<file path="src/rtl/rdport_pkg.sv">
package rdport_pkg;
  localparam int NUM_REGS = 7;
  localparam int DATA_W   = 8;

  typedef struct packed {
    logic loadMask;   // store a new mask, pointer to lowest enabled
    logic rewind;     // pointer to lowest enabled
    logic advance;    // pointer to next enabled
    logic statusSel;  // present status byte regardless of pointer
  } seqCtrl_t;
endpackage

</file>
<file path="src/rtl/rdport_ctrl.sv">
module rdport_ctrl
  import rdport_pkg::*;
(
  input  logic     clk,
  input  logic     rstN,
  input  logic     maskWrEn,
  input  logic     cmdValid,
  input  logic     cmdStatusOnly,
  input  logic     rdStrobe,
  output seqCtrl_t ctrl
);
  logic rdPrev;
  logic statusMode;
  logic readDone;

  assign readDone = rdPrev & ~rdStrobe;

  always_ff @(posedge clk) begin
    if (!rstN) begin
      rdPrev     <= 1'b0;
      statusMode <= 1'b0;
    end else begin
      rdPrev <= rdStrobe;
      if (maskWrEn)      statusMode <= 1'b0;
      else if (cmdValid) statusMode <= cmdStatusOnly;
      else if (readDone) statusMode <= 1'b0;
    end
  end

  // priority: mask write, then command, then completed read
  always_comb begin
    ctrl.loadMask  = maskWrEn;
    ctrl.rewind    = ~maskWrEn & cmdValid & ~cmdStatusOnly;
    ctrl.advance   = ~maskWrEn & ~cmdValid & readDone & ~statusMode;
    ctrl.statusSel = statusMode;
  end

  AST_STATUS_ONE_READ: assert property (@(posedge clk) disable iff (!rstN)
    (statusMode && readDone && !maskWrEn && !cmdValid) |=> !statusMode);
endmodule

</file>
<file path="src/rtl/rdport_datapath.sv">
module rdport_datapath
  import rdport_pkg::*;
#(
  parameter int N_REGS = NUM_REGS,
  parameter int BYTE_W = DATA_W,
  localparam int PTR_W = $clog2(N_REGS)
)(
  input  logic                     clk,
  input  logic                     rstN,
  input  seqCtrl_t                 ctrl,
  input  logic [N_REGS-1:0]        maskIn,
  input  logic [N_REGS*BYTE_W-1:0] regsIn,
  output logic [BYTE_W-1:0]        dataOut
);
  logic [N_REGS-1:0] mask;
  logic [PTR_W-1:0]  ptr;
  logic [PTR_W-1:0]  nextPtr;
  logic [PTR_W-1:0]  firstOfMask;
  logic [PTR_W-1:0]  firstOfIn;

  function automatic logic [PTR_W-1:0] lowestSet(input logic [N_REGS-1:0] m);
    logic [PTR_W-1:0] r;
    r = '0;
    for (int i = N_REGS - 1; i >= 0; i--)
      if (m[i]) r = PTR_W'(i);
    return r;
  endfunction

  always_comb begin
    firstOfMask = lowestSet(mask);
    firstOfIn   = lowestSet(maskIn);
    nextPtr     = ptr;
    // scan downward so the nearest enabled register above ptr wins
    for (int k = N_REGS - 1; k >= 1; k--) begin
      int idx;
      idx = int'(ptr) + k;
      if (idx >= N_REGS) idx = idx - N_REGS;
      if (mask[idx]) nextPtr = PTR_W'(idx);
    end
  end

  always_ff @(posedge clk) begin
    if (!rstN) begin
      mask <= '0;
      ptr  <= '0;
    end else if (ctrl.loadMask) begin
      mask <= maskIn;
      ptr  <= firstOfIn;
    end else if (ctrl.rewind) begin
      ptr  <= firstOfMask;
    end else if (ctrl.advance) begin
      ptr  <= nextPtr;
    end
  end

  always_comb begin
    if (ctrl.statusSel || mask == '0)
      dataOut = regsIn[BYTE_W-1:0];
    else
      dataOut = regsIn[int'(ptr)*BYTE_W +: BYTE_W];
  end

  AST_PTR_ON_ENABLED: assert property (@(posedge clk) disable iff (!rstN)
    (mask != '0) |-> mask[ptr]);

  AST_REWIND_LOWEST: assert property (@(posedge clk) disable iff (!rstN)
    $past(ctrl.rewind || ctrl.loadMask) |->
      ((mask & ((N_REGS'(1) << ptr) - N_REGS'(1))) == '0));

  AST_PTR_HOLD: assert property (@(posedge clk) disable iff (!rstN)
    !$past(ctrl.rewind || ctrl.loadMask || ctrl.advance) |-> $stable(ptr));
endmodule

</file>
<file path="src/rtl/rdport_top.sv">
module rdport_top
  import rdport_pkg::*;
(
  input  logic                       clk,
  input  logic                       rstN,
  input  logic                       maskWrEn,
  input  logic [NUM_REGS-1:0]        maskIn,
  input  logic                       cmdValid,
  input  logic                       cmdStatusOnly,
  input  logic                       rdStrobe,
  input  logic [NUM_REGS*DATA_W-1:0] regsIn,
  output logic [DATA_W-1:0]          dataOut
);
  seqCtrl_t ctrl;

  rdport_ctrl uCtrl (
    .clk(clk), .rstN(rstN), .maskWrEn(maskWrEn), .cmdValid(cmdValid),
    .cmdStatusOnly(cmdStatusOnly), .rdStrobe(rdStrobe), .ctrl(ctrl)
  );

  rdport_datapath #(.N_REGS(NUM_REGS), .BYTE_W(DATA_W)) uData (
    .clk(clk), .rstN(rstN), .ctrl(ctrl), .maskIn(maskIn),
    .regsIn(regsIn), .dataOut(dataOut)
  );

  AST_STATUS_CMD_OUT: assert property (@(posedge clk) disable iff (!rstN)
    $past(cmdValid && cmdStatusOnly && !maskWrEn) |-> dataOut == regsIn[DATA_W-1:0]);

  AST_ZERO_MASK_OUT: assert property (@(posedge clk) disable iff (!rstN)
    $past(maskWrEn && maskIn == '0) |-> dataOut == regsIn[DATA_W-1:0]);
endmodule

</file>
<file path="config.mk">
export PLATFORM = sky130hd
export DESIGN_NAME = rdport_top
export DESIGN_NICKNAME = d
export VERILOG_FILES = /design/src/rtl/rdport_pkg.sv /design/src/rtl/rdport_ctrl.sv /design/src/rtl/rdport_datapath.sv /design/src/rtl/rdport_top.sv
export SDC_FILE = /design/constraint.sdc
export NUM_CORES = 1
export LEC_CHECK = 0
export ABC_CLOCK_PERIOD_IN_PS = 5500
export BUFFER_PORTS_ARGS = -buffer_cell sky130_fd_sc_hd__clkbuf_2
export CELL_PAD_IN_SITES_DETAIL_PLACEMENT = 0
export CELL_PAD_IN_SITES_GLOBAL_PLACEMENT = 2
export CORE_MARGIN = 2
export CORE_UTILIZATION = 32
export DETAILED_ROUTE_END_ITERATION = 10
export GPL_TIMING_DRIVEN = 0
export PLACE_DENSITY = 0.89
export REMOVE_ABC_BUFFERS = 1
export SLEW_MARGIN = 10
export SYNTH_ARGS = -nofsm -noshare
export SYNTH_HDL_FRONTEND = slang
export SYNTH_SLANG_ARGS = --single-unit
</file>
<file path="constraint.sdc">
create_clock -name clk -period 5.5 [get_ports clk]
set_clock_uncertainty 0.15 [all_clocks]
set_input_delay 1.65 -clock clk [delete_from_list [all_inputs] [get_ports clk]]
set_output_delay 1.65 -clock clk [all_outputs]
set_load 0.02 [all_outputs]
</file>
==> results.md <==
- Outcome: complete, no violations
- Top-area cell type share of the netlist area: roughly a tenth
- Die H: 94.6 um
- Crit path buffers/inverters: 2
- Ys Warns: 0
- FILL cells: 855
- Worst path cell trace: buf_12 -> inv_1 -> ha_1 -> mux2i_1 -> mux4_1 -> mux2i_2 -> a211oi_1 -> o31ai_1 -> a21oi_1 -> a21oi_1
- Synth Cell Area: around 2600 um2
- Leakage: about 0.0012 uW
- WS Path Type: reg2reg
- Max Slew Vio Count: 0
- # nets final: 460
- Clock Pin Slew Worst Setup and Hold Paths: 50 ps
- Critical path startpoint: uData.ptr[0]
- Layout area overhead: 15.7%
- Vias in the first global route: 2661
- Detailed-route via count: about 2800
- CTS sink count: 12
- Tcrit/Tclk final: 85.5%
- Synthesized area per cell: 8.06 um2
- Hold_sp: uCtrl.statusMode
- Fin crit period: 4700 ps
- Clk_lat worst skew: 250 ps
- Initial antenna violation count: 0
- DR top layer: met4
- Drt first-iter violations: ~200
- Setup Total Neg Slack: 0 ps
- RSZ-0062 raised after global routing: false
- Top_reg_cell synth: dfxtp_1
- Worst path slowest cell: ha_1
- DR WL met3: 640 um
- Setup Fix Bufs, Post-CTS: 0
- Slew Limit Headroom: 24.9%
- Max Buffers Root-to-Sink: 2
- Global-route wire length before repair: 13.1 mm
- Row cnt: 33
- Crit-path most repeated cell: a21oi_1
- Largest net degree at the start of global routing: 42
- Num CTS Buffers: 3
- Critical path startpoint category: flip-flop
- Hold slack final: 375 ps
- CTS tree: done
- Cts hold-fix bufs: 0
- Fmax: 213 MHz
- Post-cts sizing count: 0
- # H-tree levels: 1
- RR Startpoint: uData.ptr[0]
- Async S/R FF share, synth: 0%
- Crit Path Max Fanout: 41
- GP Congestion: roughly 0.84
- Post-Synthesis Cells: 326
- Post-synth EDFFs: 0
- DRT met1 WL: between 3 and 4 mm
- Die Width: 94.6 um
- Max_cap viols: 0
- Met2 Wirelength: approximately 4 mm
- Seq cells post-synth: 12
- Die ar.: 8950 um2
- Slew at the pin closest to its max-slew limit: ~1100 ps
- WL per Instance: 17.3 um
- Critical path required time: 5520 ps
- Initial Utilization: 32.5%
- Crit path largest cell delay: approximately 1200 ps
- Distinct cells, synth: 75
- Worst min path class: reg2reg
- Peak supply drop: 0.0796 mV
- Post-synth top area cell: mux2i_1
- Fraction of final layout cells sized beyond drive strength 1: 31.9%
- Finish-stage setup viols: 0
- Post-DP HPWL: 6.13 mm
- Routed WL: 8.37 mm
- Core Region: 8090 um2
- Antenna Nets Post-Route: 0
- Critical path's top delay family: multiplexers
- Clock root cell: clkbuf_8
- Grt total ovfl: 0
- Hold Fails Final Rpt: 0
- Power Density: 276 nW/um2
- Ant diodes: 0
- Total I/O pin count: between 70 and 80
- # DRC: 0
- Vias per cell: 5.86
- Dominant cells by area after synthesis: mux2i_1 9.5%, dfxtp_1 9.1%, mux4_2 8.6%
- Critical Path End Type: flip-flop
- Total GRT Usage: between 10% and 20%
- CP arrival: 4730 ps
- # port buffers: 76
- Post-synthesis sequential area ratio: a little under a tenth
- Drt first pass iters: 4
==> worst paths after layout <==
path	to	slack [ps]	cells past startpoint
hold reg to reg	uCtrl.statusMode	370	2
setup reg to reg	uData.ptr[1]	800	10
hold / removal	uCtrl.statusMode	370	2
setup / recovery	uData.ptr[1]	800	10
==> state kept, by name, summed over array words and instances (netlist names) <==
signal / flops
uCtrl.statusMode: 1
uData.ptr: 3
uCtrl.rdPrev: 1
uData.mask: 7
==> per-stage QoR <==
step	util, %	cell area, um2	instances	worst slack [ps]	power [uW]
after floorplan	-	2450	298	880	568
after global placement	36.6	2960	479	-575	728
after detailed placement	36.9	2990	480	900	735
after CTS	37.6	3040	484	875	837
after global routing	37.6	3040	484	633	906
final	37.6	3040	484	795	840
==> cell usage after synthesis (all sizes together), types with 2 or more instances <==
library cell / instances
a211o: 5
a211oi: 7
a21boi: 4
a21o: 2
a21oi: 20
a221o: 9
a22o: 2
a22oi: 2
a31o: 2
a31oi: 5
buf: 19
clkbuf: 9
dfxtp: 12
ha: 10
inv: 21
mux2: 9
mux2i: 26
mux4: 11
nand2: 16
nand2b: 7
nand3: 6
nand3b: 4
nand4: 2
nor2: 19
nor2b: 14
nor3: 4
nor4: 4
o211ai: 8
o21ai: 20
o221a: 2
o22ai: 4
o311ai: 4
o31ai: 6
o32ai: 2
or2: 5
or3: 2
or3b: 2
xnor2: 3
==> power by group <==
part | internal (uW) | switching [uW]
sequential | 95.2 | 42.4
combinational | 264 | 339
clock | 63.4 | 35.8
total | 423 | 417
==> layout by cell type, fill, tap and decap left out, types with 5 or more instances in the layout <==
cell and instances:
inv_1 20, a21oi_1 20, nand2_1 15, nand2b_1 6, mux2_2 8, mux4_2 10
a211o_1 5, o31ai_1 6, dfxtp_1 10, nor2_1 19, a221o_1 9, ha_1 10
a211oi_1 6, nand3_1 6, mux2i_1 25, o21ai_0 18, o211ai_1 8, clkbuf_2 76
nor2b_1 13
==> layer usage <==
layer	vias up	track usage (%)
li1	1360	-
met1	1341	22.9
met2	122	31.8
met3	12	2.39
met4	0	5.92
met5	-	0
==> cells by family (layout without fill, tap and decap cells) <==
kind of cell             count (synthesis)  count (layout)  share of synthesized area [%]
AO/OA/AOI/OAI                          113             113                           31.3
XOR/XNOR                                 3               3                           1.00
adder cells (fa/ha/maj)                 11              11                           5.52
buffers and inverters                   50             103                           9.86
flip-flops                              12              12                           9.14
multiplexers                            46              46                           23.6
AND/OR/NAND/NOR                         91              91                           19.6
==> worst reg2reg max path: stages (launching register included) <==
cell and delay [ps]:
dfxtp_2 450, buf_12 260, inv_1 440, ha_1 1230
mux2i_1 250, mux4_1 610, mux2i_2 380, a211oi_1 120
o31ai_1 430, a21oi_1 160, a21oi_1 160
==> cell type report <==
type | count | area [um2] | area share [%]
repair buffers | 77 | 400 | 13.2
flip-flops and latches | 12 | 243 | 7.98
well taps | 105 | 131 | 4.32
clock buffers | 4 | 55.1 | 1.81
multi-input cells | 264 | 2130 | 70.0
inverters | 22 | 82.6 | 2.72
(Power assumes the default switching activity.)
